===== config.mk =====
export PLATFORM = sky130hd
export DESIGN_NAME = usbin_pingpong
export DESIGN_NICKNAME = d
export VERILOG_FILES = /design/src/rtl/usbin_pkg.sv /design/src/rtl/usbin_bank_ram.sv /design/src/rtl/usbin_fill_ctl.sv /design/src/rtl/usbin_tx_fsm.sv /design/src/rtl/usbin_pingpong.sv
export SDC_FILE = /design/constraint.sdc
export NUM_CORES = 1
export LEC_CHECK = 0
export BUFFER_PORTS_ARGS = -buffer_cell sky130_fd_sc_hd__buf_2
export CAP_MARGIN = 40
export CORE_ASPECT_RATIO = 0.8
export CORE_MARGIN = 2
export CORE_UTILIZATION = 40
export CTS_BUF_LIST = sky130_fd_sc_hd__clkbuf_8
export DETAILED_ROUTE_END_ITERATION = 8
export GPL_TIMING_DRIVEN = 0
export PLACE_DENSITY = 0.63
export SLEW_MARGIN = 20
export SYNTH_ARGS = -nofsm -noshare
export SYNTH_HDL_FRONTEND = slang
export SYNTH_SLANG_ARGS = --single-unit

===== constraint.sdc =====
create_clock -name clk -period 7.7 [get_ports clk]
set_input_delay 1.54 -clock clk [delete_from_list [all_inputs] [get_ports clk]]
set_output_delay 1.54 -clock clk [all_outputs]
set_load 0.01 [all_outputs]

===== src/rtl/usbin_pkg.sv =====
package usbin_pkg;
   typedef enum logic [2:0] {
      TX_IDLE = 3'd0,
      TX_SOP  = 3'd1,
      TX_DATA = 3'd2,
      TX_EOP  = 3'd3,
      TX_WAIT = 3'd4
   } tx_state_t;

   typedef enum logic {
      PID_DATA0 = 1'b0,
      PID_DATA1 = 1'b1
   } pid_t;

   localparam int NUM_BANKS = 2;
endpackage


===== src/rtl/usbin_bank_ram.sv =====
module usbin_bank_ram #(
   parameter int DATA_W = 8,
   parameter int DEPTH  = 64,
   localparam int ADDR_W = $clog2(DEPTH)
) (
   input  logic              clk,
   input  logic              we,
   input  logic [ADDR_W-1:0] waddr,
   input  logic [DATA_W-1:0] wdata,
   input  logic [ADDR_W-1:0] raddr,
   output logic [DATA_W-1:0] rdata
);
   logic [DATA_W-1:0] mem [DEPTH];

   always_ff @(posedge clk) begin
      if (we) mem[waddr] <= wdata;
   end

   assign rdata = mem[raddr];
endmodule


===== src/rtl/usbin_fill_ctl.sv =====
module usbin_fill_ctl #(
   parameter int DEPTH = 64,
   localparam int ADDR_W = $clog2(DEPTH),
   localparam int CNT_W  = $clog2(DEPTH + 1)
) (
   input  logic              clk,
   input  logic              rst_n,
   input  logic              ep_en,
   input  logic              wr_en,
   input  logic              set_rdy,
   input  logic              clr_cmpl,
   input  logic              clr_ovr,
   input  logic              ack_evt,
   input  logic              ack_bank,
   output logic [1:0]        armed,
   output logic [1:0]        done,
   output logic [CNT_W-1:0]  cnt [2],
   output logic              wr_ptr,
   output logic              overrun,
   output logic [1:0]        ram_we,
   output logic [ADDR_W-1:0] ram_waddr
);
   logic [1:0]       writable;
   logic [1:0]       wsel;
   logic [1:0]       asel;
   logic [CNT_W-1:0] cur_cnt;
   logic             cur_ok;
   logic             cur_full;
   logic             wr_ok;
   logic             wr_bad;
   logic             arm_ok;
   logic             arm_bad;

   always_comb begin
      for (int b = 0; b < 2; b++) writable[b] = !armed[b] && !done[b];
      wsel      = wr_ptr ? 2'b10 : 2'b01;
      asel      = ack_evt ? (ack_bank ? 2'b10 : 2'b01) : 2'b00;
      cur_cnt   = cnt[wr_ptr];
      cur_ok    = writable[wr_ptr];
      cur_full  = (cur_cnt == CNT_W'(DEPTH));
      wr_ok     = ep_en && wr_en && cur_ok && !cur_full;
      wr_bad    = ep_en && wr_en && !(cur_ok && !cur_full);
      arm_ok    = ep_en && set_rdy && cur_ok;
      arm_bad   = ep_en && set_rdy && !cur_ok;
      ram_we    = wr_ok ? wsel : 2'b00;
      ram_waddr = cur_cnt[ADDR_W-1:0];
   end

   always_ff @(posedge clk or negedge rst_n) begin
      if (!rst_n) begin
         armed   <= '0;
         done    <= '0;
         wr_ptr  <= 1'b0;
         overrun <= 1'b0;
         for (int b = 0; b < 2; b++) cnt[b] <= '0;
      end else begin
         overrun <= (overrun && !clr_ovr) || wr_bad || arm_bad;
         if (!ep_en) begin
            armed  <= '0;
            done   <= '0;
            wr_ptr <= 1'b0;
            for (int b = 0; b < 2; b++) cnt[b] <= '0;
         end else begin
            if (arm_ok) wr_ptr <= !wr_ptr;
            for (int b = 0; b < 2; b++) begin
               armed[b] <= (armed[b] && !asel[b]) || (arm_ok && wsel[b]);
               done[b]  <= (done[b] && !clr_cmpl) || asel[b];
               if (asel[b])        cnt[b] <= '0;
               else if (ram_we[b]) cnt[b] <= cnt[b] + CNT_W'(1);
            end
         end
      end
   end

   for (genvar g = 0; g < 2; g++) begin : g_chk
      AST_ARM_NEEDS_EN: assert property (@(posedge clk) disable iff (!rst_n)
         $rose(armed[g]) |-> $past(ep_en));
      AST_CNT_FROZEN_ARMED: assert property (@(posedge clk) disable iff (!rst_n)
         (armed[g] && $past(armed[g])) |-> $stable(cnt[g]));
      AST_DONE_FROM_ACK: assert property (@(posedge clk) disable iff (!rst_n)
         $rose(done[g]) |-> ($past(ack_evt) && ($past(ack_bank) == 1'(g))));
   end
endmodule


===== src/rtl/usbin_tx_fsm.sv =====
module usbin_tx_fsm
   import usbin_pkg::*;
#(
   parameter int DEPTH = 64,
   localparam int ADDR_W = $clog2(DEPTH),
   localparam int CNT_W  = $clog2(DEPTH + 1)
) (
   input  logic              clk,
   input  logic              rst_n,
   input  logic              ep_en,
   input  logic              in_tok,
   input  logic              host_ack,
   input  logic              host_tmo,
   input  logic              armed_cur,
   input  logic [CNT_W-1:0]  cnt_cur,
   output logic              tx_ptr,
   output logic              pid_bit,
   output logic [ADDR_W-1:0] rd_idx,
   output logic              ack_evt,
   output logic              tx_sop,
   output logic              tx_valid,
   output logic              tx_eop,
   output logic              tx_nak
);
   tx_state_t         state;
   pid_t              toggle;
   logic [ADDR_W-1:0] idx;
   logic              nak_q;
   logic              last_byte;

   assign last_byte = ((CNT_W'(idx) + CNT_W'(1)) == cnt_cur);
   assign ack_evt   = ep_en && (state == TX_WAIT) && host_ack;
   assign tx_sop    = (state == TX_SOP);
   assign tx_valid  = (state == TX_DATA);
   assign tx_eop    = (state == TX_EOP);
   assign tx_nak    = nak_q;
   assign pid_bit   = toggle;
   assign rd_idx    = idx;

   always_ff @(posedge clk or negedge rst_n) begin
      if (!rst_n) begin
         state  <= TX_IDLE;
         toggle <= PID_DATA0;
         tx_ptr <= 1'b0;
         idx    <= '0;
         nak_q  <= 1'b0;
      end else if (!ep_en) begin
         state  <= TX_IDLE;
         toggle <= PID_DATA0;
         tx_ptr <= 1'b0;
         idx    <= '0;
         nak_q  <= 1'b0;
      end else begin
         nak_q <= 1'b0;
         case (state)
            TX_IDLE: begin
               if (in_tok) begin
                  if (armed_cur) state <= TX_SOP;
                  else           nak_q <= 1'b1;
               end
            end
            TX_SOP: begin
               idx   <= '0;
               state <= (cnt_cur == '0) ? TX_EOP : TX_DATA;
            end
            TX_DATA: begin
               if (last_byte) state <= TX_EOP;
               else           idx   <= idx + ADDR_W'(1);
            end
            TX_EOP: state <= TX_WAIT;
            TX_WAIT: begin
               if (host_ack) begin
                  state  <= TX_IDLE;
                  toggle <= (toggle == PID_DATA0) ? PID_DATA1 : PID_DATA0;
                  tx_ptr <= !tx_ptr;
               end else if (host_tmo) begin
                  state <= TX_IDLE;
               end
            end
            default: state <= TX_IDLE;
         endcase
      end
   end

   AST_ONE_STROBE: assert property (@(posedge clk) disable iff (!rst_n)
      $onehot0({tx_sop, tx_valid, tx_eop, tx_nak}));
   AST_SOP_ONLY_ARMED: assert property (@(posedge clk) disable iff (!rst_n)
      tx_sop |-> armed_cur);
   AST_RETRY_KEEPS: assert property (@(posedge clk) disable iff (!rst_n)
      (ep_en && state == TX_WAIT && host_tmo && !host_ack)
      |=> (tx_ptr == $past(tx_ptr) && toggle == $past(toggle)));
   AST_ACK_ADVANCES: assert property (@(posedge clk) disable iff (!rst_n)
      ack_evt |=> (tx_ptr != $past(tx_ptr) && toggle != $past(toggle)));
endmodule


===== src/rtl/usbin_pingpong.sv =====
module usbin_pingpong
   import usbin_pkg::*;
#(
   parameter int DATA_W = 8,
   parameter int DEPTH  = 64
) (
   input  logic              clk,
   input  logic              rst_n,
   input  logic              ep_en,
   input  logic              irq_en,
   input  logic              wr_en,
   input  logic [DATA_W-1:0] wr_data,
   input  logic              set_rdy,
   input  logic              clr_cmpl,
   input  logic              clr_ovr,
   input  logic              in_tok,
   input  logic              host_ack,
   input  logic              host_tmo,
   output logic              txcmpl,
   output logic              irq,
   output logic              overrun,
   output logic              wr_bank,
   output logic              tx_sop,
   output logic              tx_pid,
   output logic              tx_valid,
   output logic [DATA_W-1:0] tx_data,
   output logic              tx_eop,
   output logic              tx_nak
);
   localparam int ADDR_W = $clog2(DEPTH);
   localparam int CNT_W  = $clog2(DEPTH + 1);

   if (DEPTH < 2) begin : g_bad_depth
      $error("usbin_pingpong: DEPTH must be at least 2");
   end
   if (DATA_W < 1) begin : g_bad_width
      $error("usbin_pingpong: DATA_W must be at least 1");
   end

   logic [1:0]        armed;
   logic [1:0]        done;
   logic [CNT_W-1:0]  cnt [2];
   logic [1:0]        ram_we;
   logic [ADDR_W-1:0] ram_waddr;
   logic [ADDR_W-1:0] rd_idx;
   logic [DATA_W-1:0] rdata [NUM_BANKS];
   logic              tx_ptr;
   logic              ack_evt;

   usbin_fill_ctl #(.DEPTH(DEPTH)) u_fill (
      .clk      (clk),
      .rst_n    (rst_n),
      .ep_en    (ep_en),
      .wr_en    (wr_en),
      .set_rdy  (set_rdy),
      .clr_cmpl (clr_cmpl),
      .clr_ovr  (clr_ovr),
      .ack_evt  (ack_evt),
      .ack_bank (tx_ptr),
      .armed    (armed),
      .done     (done),
      .cnt      (cnt),
      .wr_ptr   (wr_bank),
      .overrun  (overrun),
      .ram_we   (ram_we),
      .ram_waddr(ram_waddr)
   );

   for (genvar g = 0; g < NUM_BANKS; g++) begin : g_bank
      usbin_bank_ram #(.DATA_W(DATA_W), .DEPTH(DEPTH)) u_ram (
         .clk  (clk),
         .we   (ram_we[g]),
         .waddr(ram_waddr),
         .wdata(wr_data),
         .raddr(rd_idx),
         .rdata(rdata[g])
      );
   end

   usbin_tx_fsm #(.DEPTH(DEPTH)) u_tx (
      .clk      (clk),
      .rst_n    (rst_n),
      .ep_en    (ep_en),
      .in_tok   (in_tok),
      .host_ack (host_ack),
      .host_tmo (host_tmo),
      .armed_cur(armed[tx_ptr]),
      .cnt_cur  (cnt[tx_ptr]),
      .tx_ptr   (tx_ptr),
      .pid_bit  (tx_pid),
      .rd_idx   (rd_idx),
      .ack_evt  (ack_evt),
      .tx_sop   (tx_sop),
      .tx_valid (tx_valid),
      .tx_eop   (tx_eop),
      .tx_nak   (tx_nak)
   );

   assign tx_data = rdata[tx_ptr];
   assign txcmpl  = |done;
   assign irq     = txcmpl && irq_en;

   AST_DISABLE_CLEARS: assert property (@(posedge clk) disable iff (!rst_n)
      !$past(ep_en) |-> (!txcmpl && !wr_bank && !tx_sop && !tx_nak));
   AST_ACK_RAISES_CMPL: assert property (@(posedge clk) disable iff (!rst_n)
      ack_evt |=> txcmpl);
endmodule


==> reports/qor.csv <==
metric,value,unit
grt_util_all_layers,0.206,
layout-drive-gt1-share,0.256,
finish.instance_area,47000,sq um
pwr_density_cell,243,nW/um^2
max_stage_delay,0.64,ns
grt_pass1_wl,155000,microns
grt_remaining_overflow,0,
synthesis.nets,2041,
holdCritPathClass,flop to flop,
fillCellCount,8696,
fp.dieW,364,microns
drt-initial-drc-count,3665,
timing.critical_path.from_type,flop,
static-leakage-power,14.3,nW
clock-skew-final,0.0417,ns
worst_hold_startpoint,u_fill.armed[1],
synth-edff-count,1024,
synthesis.area,41500,sq um
wire_per_inst,28.8,microns
synth.avg_cell_area,20.6,sq um
max-vdd-ir-drop,0.176,mV
cp.required,6.16,ns
postRouteWirelength,109000,microns
crit_type,flop to output pin,
number_of_synthesized_register_bits,1056,
netlist-cell-type-count,55,
final.min_clock_period,6.67,ns
number_of_hold_violations_in_the_final_report,0,
final_net_count,2298,
clkSinkCount,1056,
final_cell_mix,"1024 x sky130_fd_sc_hd__edfxtp_1, 256 x sky130_fd_sc_hd__mux4_2, 161 x sky130_fd_sc_hd__nor2_1, 160 x sky130_fd_sc_hd__clkbuf_8, 103 x sky130_fd_sc_hd__mux2i_1",
num_io_pins,36,
r2r_start,u_fill.cnt[8],
cp-end-kind,output pin,
placed_cells,3475,
tns,0,ns
clockRootBuffer,sky130_fd_sc_hd__clkbuf_8,
fp.coreArea,103000,sq um
floorplan.die.height,292,microns
ys_async_sr_fraction,0.0303,
postSynthCellCount,2019,
final-max-slew-violation-count,0,
clk_transition_reported_paths,0.06,ns
finish.cell_count_without_fillers,3783,
outcome,finished clean,
setup_viol_count_final,0,
clock_tree_from_tritoncts,done,
fmax,150,MHz
layout.cells.most_common,sky130_fd_sc_hd__edfxtp_1,
finalWeightedCongestion,0.926,
setup.reg_to_reg.worst_slack,3.57,ns
grt_antenna_before_repair,4,
area_growth_syn_to_layout,13.1,%
worstPathCellList,clkbuf_1 > buf_2 > clkbuf_1 > buf_8 > mux4_2 > a221oi_1 > o21ai_0 > o221ai_1 > o21ai_1 > buf_2,
placement.cell_area,43900,sq um
floorplan.die_area,106000,sq um
place_hpwl,72400,microns
post_cts_resized,0,
ys_dominant_reg_cell,sky130_fd_sc_hd__edfxtp_1,
cpMaxStageDelayCell,sky130_fd_sc_hd__a221oi_1,
postRouteAntennaNets,0,
tightest_slew,0.895,ns
fin_ws,1.03,ns
rsz0062_at_grt,false,
worstPathMaxFanout,10,
period_share,0.866,
drt_first_pass_iters,6,
level_count_of_the_clock_h_tree,4,
setup.worst_path.start,u_tx.rd_idx[1],
cts.hold.buffers_added,0,
numPortBuffers,34,
row_count,105,
synth_sequential_area_ratio,0.760,
clk_latency,0.83,ns
initial_core_util,0.404,
vias,21966,
pre_cts_ws,2.07,ns
slew_headroom,0.401,
ctsLongestPathBuffers,3,
numCtsBuffers,156,
worstPathArrival,5.13,ns
avgViaCountPerCell,5.81,
remaining_drc_errors,0,
grt_start_max_net_pins,97,
vias_in_the_first_global_route,21673,
max_cap_viol_count,0,
critPathBufInv,5,
total_power,0.0114,W
postCtsSetupRepairBufs,0,
number_of_warnings_printed_during_yosys_synthesis,0,
critPathTopFamily,compound AO/OA/AOI/OAI gates,
[cell usage after synthesis, drive strengths merged, types with 9 or more instances]
master	number	area, sq um
o22ai	40	250
nor2	163	617
xor2	10	87.6
clkbuf	72	270
mux4	256	5770
nand4	9	56.3
xnor2	10	87.6
o21ai	50	254
edfxtp	1024	30700
buf	50	254
a31oi	12	75.1
dfrtp	32	801
a221oi	32	280
mux2i	103	1030
nand2b	9	56.3
nand2	37	139
a21oi	10	50.1
nand3	19	95.1
inv	11	41.3
[worst register-to-register path, cell delays in order (launching register included)]
cell	delay, ns
sky130_fd_sc_hd__dfrtp_1	0.36
sky130_fd_sc_hd__clkbuf_1	0.39
sky130_fd_sc_hd__nor3_1	0.18
sky130_fd_sc_hd__o21ai_2	0.59
sky130_fd_sc_hd__o21bai_2	0.33
sky130_fd_sc_hd__a21oi_1	0.57
sky130_fd_sc_hd__nand3_1	0.51
sky130_fd_sc_hd__nor2_1	0.80
[stage by stage]
| stage | util | hold slack, ns |
|---|---|---|
| 2_1_floorplan | - | 0.468 |
| 6_report | 0.457 | 0.520 |
| 4_1_cts | 0.455 | 0.513 |
| 3_5_place_dp | 0.428 | 0.497 |
| 5_1_grt | 0.457 | 0.527 |
| 3_3_place_gp | 0.423 | 0.490 |
[layer usage]
metal  global-route usage  share of wire  vias to the layer above
li1                     -              -                     8903
met1                0.305           0.42                    11555
met2                0.289           0.43                     1308
met3               0.0562           0.12                      200
met4               0.0772          0.031                        0
met5                    0              0                        -
[area by class of cell]
| cell class | instances | area [sq um] | share of cell area |
|---|---|---|---|
| sequential | 1056 | 31600 | 0.672 |
| multi-input combinational | 829 | 9420 | 0.200 |
| clock buffer | 160 | 2200 | 0.0469 |
| tap | 1391 | 1740 | 0.0370 |
| timing repair buffer | 99 | 923 | 0.0197 |
| clock inverter | 113 | 556 | 0.0118 |
| buffer | 122 | 542 | 0.0115 |
| inverter | 12 | 45.0 | 0.000959 |
| antenna | 1 | 2.50 | 0.0000533 |
[path summary, 6_finish.rpt]
path,endpoint,cells after the start
worst max-delay path,tx_data[4],10
worst min-delay path,u_fill.armed[1],1
worst max register to register,g_bank[1].u_ram.mem[58][1],7
worst min register to register,u_fill.armed[1],1
max in group asynchronous,u_fill.cnt[7],2
min in group asynchronous,u_fill.cnt[6],2
[state kept, by name, summed over array words and instances, names as in the netlist]
| signal | cells |
|---|---|
| u_tx.tx_nak | 1 |
| g_bank.u_ram.mem | 1024 |
| u_tx.rd_idx | 6 |
| u_fill.armed | 2 |
| u_tx.state | 3 |
| u_tx.pid_bit | 1 |
| u_fill.cnt | 14 |
| u_fill.wr_ptr | 1 |
| u_fill.overrun | 1 |
| u_fill.done | 2 |
| u_tx.tx_ptr | 1 |
[power by group]
group	leakage, nW	switching [W]	internal (W)
Clock	1.57	0.00213	0.00202
Sequential	9.64	0.00000712	0.00631
Combinational	3.12	0.000566	0.000372
Total	14.3	0.00270	0.00871
[cell families (layout without fill, tap and decap cells)]
logic type | count (synthesis) | after routing | synth area share
AO/OA/AOI/OAI | 167 | 167 | 0.0268
XOR/XNOR | 21 | 21 | 0.00476
adder cells (fa/ha/maj) | 3 | 3 | 0.000904
buffers and inverters | 134 | 506 | 0.0137
flip-flops | 1056 | 1056 | 0.760
multiplexers | 362 | 362 | 0.164
other | 0 | 1 | 0
AND/OR/NAND/NOR | 276 | 276 | 0.0295
No activity file was read; power rests on OpenSTA's default activity.
